[src/rtl/fs_pkg.sv]
package fs_pkg;
    typedef enum logic [1:0] {
        BR_TAKEN     = 2'd0,
        BR_NOT_TAKEN = 2'd1,
        BR_ANNUL_NT  = 2'd2,
        BR_RETURN_NT = 2'd3
    } br_kind_e;

    typedef enum logic [1:0] {
        TH_OFF      = 2'd0,
        TH_RUN      = 2'd1,
        TH_WAIT_RET = 2'd2
    } th_state_e;

    localparam int unsigned INSN_BYTES = 4;
endpackage

[src/rtl/fs_squash_pick.sv]
module fs_squash_pick #(
    parameter int NT  = 2,
    parameter int SQP = 2,
    parameter int TW  = 1,
    parameter int SW  = 16,
    parameter int AW  = 32
) (
    input  logic [SQP-1:0]         sq_valid,
    input  logic [SQP-1:0][TW-1:0] sq_tid,
    input  logic [SQP-1:0][SW-1:0] sq_bound,
    input  logic [SQP-1:0]         sq_ctrl,
    input  logic [SQP-1:0][AW-1:0] sq_pc,
    input  logic [SQP-1:0][AW-1:0] sq_target,
    output logic [NT-1:0]          take_o,
    output logic [NT-1:0][SW-1:0]  bound_o,
    output logic [NT-1:0][AW-1:0]  redir_o
);
    localparam logic [AW-1:0] STEP = AW'(fs_pkg::INSN_BYTES);

    for (genvar t = 0; t < NT; t++) begin : g_thr
        logic          l_take;
        logic [SW-1:0] l_bound;
        logic [AW-1:0] l_redir;

        // Oldest boundary wins; strict compare keeps the lower port on ties.
        always_comb begin
            l_take  = 1'b0;
            l_bound = '0;
            l_redir = '0;
            for (int i = 0; i < SQP; i++) begin
                if (sq_valid[i] && (sq_tid[i] == TW'(t)) &&
                    (!l_take || (sq_bound[i] < l_bound))) begin
                    l_take  = 1'b1;
                    l_bound = sq_bound[i];
                    l_redir = sq_ctrl[i] ? sq_target[i] : sq_pc[i] + STEP;
                end
            end
        end

        assign take_o[t]  = l_take;
        assign bound_o[t] = l_bound;
        assign redir_o[t] = l_redir;
    end
endmodule

[src/rtl/fs_thread.sv]
module fs_thread #(
    parameter int AW = 32,
    parameter int SW = 16,
    parameter int CW = 3
) (
    input  logic              clk,
    input  logic              rst_n,
    input  logic              act_i,
    input  logic [AW-1:0]     act_pc_i,
    input  logic              deact_i,
    input  logic              sq_i,
    input  logic [SW-1:0]     sq_bound_i,
    input  logic [AW-1:0]     sq_redir_i,
    input  logic              br_i,
    input  fs_pkg::br_kind_e  br_kind_i,
    input  logic [AW-1:0]     br_pc_i,
    input  logic [AW-1:0]     br_tgt_i,
    input  logic              fetch_i,
    output logic              run_o,
    output logic [AW-1:0]     addr_o,
    output logic [SW-1:0]     seq_o
);
    import fs_pkg::*;

    localparam logic [AW-1:0] STEP  = AW'(INSN_BYTES);
    localparam logic [AW-1:0] STEP2 = AW'(2 * INSN_BYTES);

    th_state_e     state_q, state_d;
    logic [AW-1:0] cur_q, nxt_q, nn_q, tgt_q;
    logic [CW-1:0] pend_q;
    logic          rdy_q;
    logic [SW-1:0] seq_q;

    logic          use_tgt;
    logic [AW-1:0] b_nxt, b_nn;

    // State register
    always_ff @(posedge clk) begin
        if (!rst_n) state_q <= TH_OFF;
        else        state_q <= state_d;
    end

    // Next state
    always_comb begin
        state_d = state_q;
        unique case (state_q)
            TH_OFF:      if (act_i || sq_i) state_d = TH_RUN;
            TH_RUN:      if (br_i && (br_kind_i == BR_RETURN_NT)) state_d = TH_WAIT_RET;
            TH_WAIT_RET: if (act_i || sq_i) state_d = TH_RUN;
            default:     state_d = TH_OFF;
        endcase
        if (deact_i) state_d = TH_OFF;
    end

    // Window view after an eventual redirect load
    assign use_tgt = rdy_q && (pend_q == '0);
    assign addr_o  = use_tgt ? tgt_q : cur_q;
    assign b_nxt   = use_tgt ? tgt_q + STEP  : nxt_q;
    assign b_nn    = use_tgt ? tgt_q + STEP2 : nn_q;
    assign run_o   = (state_q == TH_RUN);
    assign seq_o   = seq_q;

    // Window, delay-slot and sequence bookkeeping
    always_ff @(posedge clk) begin
        if (!rst_n) begin
            cur_q  <= '0;
            nxt_q  <= '0;
            nn_q   <= '0;
            tgt_q  <= '0;
            pend_q <= '0;
            rdy_q  <= 1'b0;
            seq_q  <= '0;
        end else if (deact_i) begin
            pend_q <= '0;
            rdy_q  <= 1'b0;
        end else if (act_i) begin
            cur_q  <= act_pc_i;
            nxt_q  <= act_pc_i + STEP;
            nn_q   <= act_pc_i + STEP2;
            pend_q <= '0;
            rdy_q  <= 1'b0;
        end else if (sq_i) begin
            rdy_q <= 1'b0;
            if (seq_q == sq_bound_i) begin
                pend_q <= CW'(1);
                tgt_q  <= sq_redir_i;
            end else begin
                pend_q <= '0;
                cur_q  <= sq_redir_i;
                nxt_q  <= sq_redir_i + STEP;
                nn_q   <= sq_redir_i + STEP2;
            end
        end else if (br_i) begin
            unique case (br_kind_i)
                BR_TAKEN: begin
                    pend_q <= pend_q + CW'(1);
                    rdy_q  <= 1'b0;
                    tgt_q  <= br_tgt_i;
                end
                BR_NOT_TAKEN: begin
                    pend_q <= pend_q + CW'(1);
                    rdy_q  <= 1'b0;
                    tgt_q  <= br_pc_i + STEP2;
                end
                BR_ANNUL_NT, BR_RETURN_NT: begin
                end
            endcase
        end else if (fetch_i) begin
            cur_q <= b_nxt;
            nxt_q <= b_nn;
            nn_q  <= b_nn + STEP;
            seq_q <= seq_q + SW'(1);
            if (pend_q != '0) begin
                pend_q <= pend_q - CW'(1);
                rdy_q  <= (pend_q == CW'(1));
            end else if (use_tgt) begin
                rdy_q <= 1'b0;
            end
        end
    end
endmodule

[src/rtl/fetch_sequencer.sv]
module fetch_sequencer #(
    parameter int NT  = 2,
    parameter int AW  = 32,
    parameter int SW  = 16,
    parameter int CW  = 3,
    parameter int STW = 3,
    parameter int SQP = 2,
    localparam int TW = (NT > 1) ? $clog2(NT) : 1
) (
    input  logic                    clk,
    input  logic                    rst_n,
    input  logic                    act_valid,
    input  logic [TW-1:0]           act_tid,
    input  logic [AW-1:0]           act_pc,
    input  logic                    deact_valid,
    input  logic [TW-1:0]           deact_tid,
    input  logic                    fetch_req,
    input  logic [TW-1:0]           fetch_tid,
    output logic                    rsp_valid,
    output logic                    rsp_stall,
    output logic [AW-1:0]           rsp_addr,
    output logic [SW-1:0]           rsp_seq,
    input  logic                    br_valid,
    input  logic [TW-1:0]           br_tid,
    input  logic [1:0]              br_kind,
    input  logic [SW-1:0]           br_seq,
    input  logic [AW-1:0]           br_pc,
    input  logic [AW-1:0]           br_target,
    input  logic [STW-1:0]          br_stage,
    output logic                    kill_valid,
    output logic [TW-1:0]           kill_tid,
    output logic [SW-1:0]           kill_seq,
    output logic                    hold_valid,
    output logic [TW-1:0]           hold_tid,
    output logic [STW-1:0]          hold_stage,
    input  logic [SQP-1:0]          sq_valid,
    input  logic [SQP-1:0][TW-1:0]  sq_tid,
    input  logic [SQP-1:0][SW-1:0]  sq_bound,
    input  logic [SQP-1:0]          sq_ctrl,
    input  logic [SQP-1:0][AW-1:0]  sq_pc,
    input  logic [SQP-1:0][AW-1:0]  sq_target,
    output logic [NT-1:0]           release_mask,
    output logic [NT-1:0][STW-1:0]  release_stage
);
    import fs_pkg::*;

    br_kind_e              br_kind_c;
    logic [NT-1:0]         sq_take;
    logic [NT-1:0][SW-1:0] sq_bnd;
    logic [NT-1:0][AW-1:0] sq_rdr;
    logic [NT-1:0]         busy, br_en, fetch_en, thr_run;
    logic [AW-1:0]         thr_addr [NT];
    logic [SW-1:0]         thr_seq  [NT];
    logic [NT-1:0][STW-1:0] blk_stage_q;
    logic                  br_ok, fetch_ok;

    assign br_kind_c = br_kind_e'(br_kind);

    fs_squash_pick #(
        .NT(NT), .SQP(SQP), .TW(TW), .SW(SW), .AW(AW)
    ) u_pick (
        .sq_valid  (sq_valid),
        .sq_tid    (sq_tid),
        .sq_bound  (sq_bound),
        .sq_ctrl   (sq_ctrl),
        .sq_pc     (sq_pc),
        .sq_target (sq_target),
        .take_o    (sq_take),
        .bound_o   (sq_bnd),
        .redir_o   (sq_rdr)
    );

    for (genvar t = 0; t < NT; t++) begin : g_th
        logic act_t, deact_t;
        assign act_t       = act_valid   && (act_tid   == TW'(t));
        assign deact_t     = deact_valid && (deact_tid == TW'(t));
        assign busy[t]     = act_t || deact_t || sq_take[t];
        assign br_en[t]    = br_valid && (br_tid == TW'(t)) && !busy[t];
        assign fetch_en[t] = fetch_req && (fetch_tid == TW'(t)) && thr_run[t]
                             && !busy[t] && !br_en[t];

        fs_thread #(.AW(AW), .SW(SW), .CW(CW)) u_thr (
            .clk        (clk),
            .rst_n      (rst_n),
            .act_i      (act_t),
            .act_pc_i   (act_pc),
            .deact_i    (deact_t),
            .sq_i       (sq_take[t]),
            .sq_bound_i (sq_bnd[t]),
            .sq_redir_i (sq_rdr[t]),
            .br_i       (br_en[t]),
            .br_kind_i  (br_kind_c),
            .br_pc_i    (br_pc),
            .br_tgt_i   (br_target),
            .fetch_i    (fetch_en[t]),
            .run_o      (thr_run[t]),
            .addr_o     (thr_addr[t]),
            .seq_o      (thr_seq[t])
        );
    end

    assign br_ok         = |br_en;
    assign fetch_ok      = |fetch_en;
    assign release_stage = blk_stage_q;

    // Response, kill, hold and release outputs
    always_ff @(posedge clk) begin
        if (!rst_n) begin
            rsp_valid    <= 1'b0;
            rsp_stall    <= 1'b0;
            rsp_addr     <= '0;
            rsp_seq      <= '0;
            kill_valid   <= 1'b0;
            kill_tid     <= '0;
            kill_seq     <= '0;
            hold_valid   <= 1'b0;
            hold_tid     <= '0;
            hold_stage   <= '0;
            release_mask <= '0;
            blk_stage_q  <= '0;
        end else begin
            rsp_valid <= fetch_req && fetch_ok;
            rsp_stall <= fetch_req && !fetch_ok;
            if (fetch_req && fetch_ok) begin
                rsp_addr <= thr_addr[fetch_tid];
                rsp_seq  <= thr_seq[fetch_tid];
            end
            kill_valid <= br_ok && ((br_kind_c == BR_TAKEN) || (br_kind_c == BR_ANNUL_NT));
            kill_tid   <= br_tid;
            kill_seq   <= (br_kind_c == BR_TAKEN) ? br_seq + SW'(1) : br_seq;
            hold_valid <= br_ok && (br_kind_c == BR_RETURN_NT);
            hold_tid   <= br_tid;
            hold_stage <= br_stage;
            release_mask <= sq_take & ~thr_run;
            if (deact_valid)
                blk_stage_q[deact_tid] <= '0;
            else if (br_ok && (br_kind_c == BR_RETURN_NT))
                blk_stage_q[br_tid] <= br_stage;
        end
    end
endmodule

[config.mk]
export PLATFORM = sky130hd
export DESIGN_NAME = fetch_sequencer
export DESIGN_NICKNAME = d
export VERILOG_FILES = /design/src/rtl/fs_pkg.sv /design/src/rtl/fs_squash_pick.sv /design/src/rtl/fs_thread.sv /design/src/rtl/fetch_sequencer.sv
export SDC_FILE = /design/constraint.sdc
export NUM_CORES = 2
export LEC_CHECK = 0
export BUFFER_PORTS_ARGS = -buffer_cell sky130_fd_sc_hd__clkbuf_2
export CAP_MARGIN = 20
export CORE_ASPECT_RATIO = 2
export CORE_MARGIN = 2
export CORE_UTILIZATION = 50
export CTS_CLUSTER_SIZE = 14
export DETAILED_ROUTE_END_ITERATION = 6
export GPL_ROUTABILITY_DRIVEN = 0
export PLACE_DENSITY = 0.7
export SYNTH_ARGS = -nofsm -noshare
export SYNTH_HDL_FRONTEND = slang
export SYNTH_SLANG_ARGS = --single-unit
[constraint.sdc]
create_clock -name clk -period 10.9 [get_ports clk]
set_clock_uncertainty 0.15 [all_clocks]
set_input_delay 0.545 -clock clk [delete_from_list [all_inputs] [get_ports clk]]
set_output_delay 0.545 -clock clk [all_outputs]
set_load 0.01 [all_outputs]
==> results of run 1 <==
-- logic make-up after synthesis --
family | count (synthesis) | synth area share, %
compound gates | 1324 | 27.70
xor+xnor | 327 | 8.948
fa+ha+maj | 56 | 2.189
mux | 100 | 3.268
flops | 372 | 23.27
simple gates | 1899 | 28.91
buf+inv | 450 | 5.719
-- synth_stat cells, types with 13 or more instances --
cell / instances / area, sq um
a221oi_1: 13 / 113.9
o21a_1: 19 / 142.6
and3_1: 45 / 281.5
xor2_1: 161 / 1410
nor2b_1: 23 / 143.9
nor3b_1: 18 / 135.1
o31a_1: 24 / 210.2
a21oi_1: 371 / 1857
a32o_1: 17 / 170.2
nor4_1: 82 / 513.0
clkbuf_1: 272 / 1021
nand3_1: 185 / 925.9
o211ai_1: 149 / 1119
a211o_1: 19 / 166.4
a211oi_1: 124 / 930.9
inv_1: 61 / 229.0
nor2_1: 430 / 1614
mux2i_1: 77 / 770.7
dfxtp_1: 372 / 7447
nand2b_1: 65 / 406.6
a31oi_1: 45 / 281.5
buf_1: 29 / 108.9
o31ai_1: 40 / 300.3
or3_1: 46 / 287.8
o21ai_0: 203 / 1016
a311oi_1: 36 / 315.3
nand2_1: 635 / 2384
xnor2_1: 166 / 1454
o21ai_1: 14 / 70.07
mux2_2: 16 / 180.2
ha_1: 56 / 700.7
o22ai_1: 56 / 350.3
or4_1: 31 / 232.7
and4_1: 20 / 175.2
nand4_1: 101 / 631.9
nor3_1: 90 / 450.4
or2_2: 14 / 87.58
buf_2: 73 / 365.4
and2_1: 45 / 281.5
-- stage by stage --
step           std cells  util (%)  hold WS [ps]
2_1_floorplan       4528         -         277.3
3_3_place_gp        5400     53.63         282.9
3_5_place_dp        5402     53.65         289.9
4_1_cts             5472     55.80         28.93
-- per-layer routing --
layer  GRT usage, %  overflow
met1          51.12         0
met2          78.51         1
met3          23.05         0
met4          54.24         0
met5          1.887         0
==> run_results.csv, run 1 <==
group,metric,value,unit
run_status,status,"aborted with a tool error",
run_status,stop_stage,"5_1_grt",
run_status,tool.error,"[ERROR GRT-0116] Global routing finished with congestion. Check the congestion regions in the DRC Viewer.",
yosys,synth_fp_nets,4877,
placement,port_buffers,373,
yosys,yosysWarnings,0,
yosys,synthFlopType,"dfxtp_1",
clock_network,hold_buffers,0,
clock_network,cts_max_level,2,
yosys,ys_ff_latch,372,
yosys,avgSynthCellArea,7.068,sq um
die,placementRows,131,
clock_network,cts_buffers,38,
clock_network,ctsResizeCount,0,
die,ios,374,
die,die_h,361.8,um
placement,placed_area,34120,sq um
clock_network,post_cts_buffers,0,
yosys,async_reset_ff_share,0,%
clock_network,cts.sink_count,372,
global_route,grt_pass1_wl,255700,um
yosys,synthCells,4528,
die,dieWidth,182.9,um
die,start_util,50.33,%
placement,dp_hpwl,125100,um
global_route,grt-ovfl-total,1,
clock_network,cts-root-buf,"clkbuf_16",
global_route,track_usage,52.02,%
yosys,syn_area,32010,sq um
clock_network,cts_buffer_depth,3,
global_route,grt_pass1_vias,38630,
placement,pre_cts_ws,4383,ps
yosys,synth_edf_count,0,
yosys,seq_area_frac_synth,23.27,%
yosys,ys_types,114,
global_route,grt_max_degree,123,
==> run 2, diff against run 1 <==
Settings changed: CORE_ASPECT_RATIO 2 to not set, CORE_UTILIZATION 50 to 35, CTS_CLUSTER_SIZE 14 to not set, PLACE_DENSITY 0.7 to not set, PLACE_DENSITY_LB_ADDON set to 0.15.
==> run 2 against run 1 <==
Against the previous run:
- the flow now finishes without violations
- synthesized cell count stayed put
- area after synthesis stayed put
==> run_results.csv, run 2 <==
group,metric,value,unit
route,drt_wl_total,173500,um
sta,slew_violations,0,
yosys,avgSynthCellArea,7.068,sq um
sta,finalHoldViolations,0,
worst_setup_path,start_kind,"primary input",
global_route,grt_pass1_wl,246800,um
clock_network,cts.sink_count,372,
global_route,grt-ovfl-total,0,
yosys,yosys-top-cells-count,"nand2_1, nor2_1, dfxtp_1",
cells_and_area,layout_commonest_cell,"nand2_1",
clock_network,cts-root-buf,"clkbuf_16",
power_and_ir_drop,leakage,0.01267,uW
route,vias,37940,
clock_network,tritoncts,"built",
sta,setup_viol,0,
clock_network,post_cts_buffers,0,
die,ios,374,
yosys,async_reset_ff_share,0,%
global_route,grt_pass1_vias,34020,
run_status,status,"complete, no violations",
cells_and_area,seqCellArea,7447,sq um
clock_network,cts_max_level,2,
yosys,yosysTopAreaCellShare,23.27,%
placement,placed_area,34600,sq um
sta,fin_crit_sh,55.17,%
min_path,min_path_type,"in2reg",
cells_and_area,layout.cells.most_common_list,"nand2_1, nor2_1, clkbuf_2",
flow_run,maxCapViolations,0,
clock_network,cts_buffer_depth,3,
route,avgViaCountPerCell,6.453,
cells_and_area,nets,5006,
clock_network,clk_latency,600,ps
sta,worst_pin_slew,1313,ps
global_route,grt_max_degree,149,
route,drc,0,
sta,fin_setup_tns,0,ps
worst_setup_path,end_kind,"register",
worst_setup_path,critical_path_arrival,6310,ps
power_and_ir_drop,p_per_area,123.9,nW/um^2
yosys,ys_ff_latch,372,
yosys,synth_edf_count,0,
clock_network,ctsResizeCount,0,
clock_network,cts_buffers,47,
cells_and_area,stdcell_area,36280,sq um
worst_setup_path,cp.required,11190,ps
yosys,synthFlopType,"dfxtp_1",
die,die_h,306.4,um
clock_network,clk_pin_slew,60,ps
yosys,synth.area.top_cells,"dfxtp_1, nand2_1, a21oi_1",
yosys,synthCells,4528,
clock_network,hold_buffers,0,
global_route,track_usage,35.39,%
global_route,antenna_found_initial,15,
sta,rsz0062_at_grt,"false",
yosys,yosysWarnings,0,
route,first_pass_iters,7,
die,dieWidth,306.4,um
worst_setup_path,critical_path.max_fanout,42,
yosys,synth_largest_area_cell,"dfxtp_1",
route,ant_nets,0,
yosys,seq_area_frac_synth,23.27,%
die,start_util,35.45,%
power_and_ir_drop,vdd_drop_max,0.1019,mV
route,wl_per_cell,29.51,um
route,dr.first_iter.drc_count,5199,
yosys,ys_types,114,
placement,port_buffers,373,
yosys,yosysMostFrequentCell,"nand2_1",
cells_and_area,area_growth,13.37,%
cells_and_area,multiInputGateArea,22860,sq um
die,core,90290,sq um
cells_and_area,fillerInstances,9762,
sta,fmax,166.3,MHz
cells_and_area,largestRegisters,"g_th.u_thr.nn_q (64), g_th.u_thr.tgt_q (64)",
cells_and_area,drive_above_1_share,14.06,%
yosys,syn_area,32010,sq um
yosys,synth_fp_nets,4877,
sta,relSlewSlack,11.34,%
die,placementRows,110,
sta,min_period,6013,ps
die,die_area,93880,sq um
placement,dp_hpwl,131800,um
worst_setup_path,timing_worst_setup_path_type,"in2reg",
==> run 2: logic make-up (layout without fill, tap and decap cells) <==
group                    after synthesis  in the layout  synth area share (%)
AO/OA/AOI/OAI                       1324           1324                 27.70
AND/OR/NAND/NOR                     1899           1899                 28.91
multiplexers                         100            100                 3.268
XOR/XNOR                             327            327                 8.948
adder cells (fa/ha/maj)               56             56                 2.189
buffers and inverters                450            616                 5.719
flip-flops                           372            372                 23.27
other                                  0             10                     0
==> run 2: routing by layer <==
metal  track usage, %  share of wire, %  vias to the layer above
li1                 -                 -                    16900
met1            47.91                41                    18300
met2            52.01                42                     2369
met3            10.44                13                      363
met4            14.75               4.7                        6
met5                0             0.024                        -
==> run 2: power breakdown <==
part | internal, uW | switching [uW]
clock | 1020 | 689
sequential | 1450 | 79.7
combinational | 383 | 876
==> run 2: cell type report <==
type                       count  share of cell area, %
clock buffer                  69                  3.917
inverter                      63                 0.6724
tap                         1176                  4.055
antenna                       10                0.06897
clock inverter                17                 0.6138
multi-input combinational   3706                  62.99
sequential                   372                  20.52
timing repair buffer         467                  7.159
==> run 2: path summary, 6_finish.rpt <==
path | startpoint | end | cells after the start | slack (ps)
max | sq_valid[0] | g_th[1].u_thr.nxt_q[28] | 18 | 4890
min | br_stage[1] | hold_stage[1] | 3 | 50
max reg2reg | g_th[1].u_thr.pend_q[0] | g_th[1].u_thr.nn_q[29] | 14 | 5730
min reg2reg | g_th[0].u_thr.cur_q[11] | g_th[0].u_thr.cur_q[11] | 2 | 300
==> run 2: worst max-delay path: stages <==
cell and delay, ps:
clkbuf_2 180, and2_1 160, buf_4 380, nand2_1 180, ha_1 310, o2111a_1 150
o311a_1 410, o31a_2 490, buf_4 340, o22ai_1 640, ha_1 390, nand4_1 110
mux2_2 400, a211oi_1 680, and3b_1 320, a21boi_0 100, a2111oi_0 310, o22ai_1 150
==> run 2: stage by stage <==
stage                     setup slack, ps  instances  total power [uW]  hold slack, ps  util (%)
after global routing                 4715       5880              4619           54.05     40.19
after CTS                            5103       5867              4448           11.99     40.14
after detailed placement             4512       5781              2750           290.1     38.32
after floorplan                      4849       4528              2231           277.3         -
final                                4887       5880              4496           46.50     40.19
after global placement               4647       5779              2745           284.7     38.30
Power figures use the tool's default switching activity.
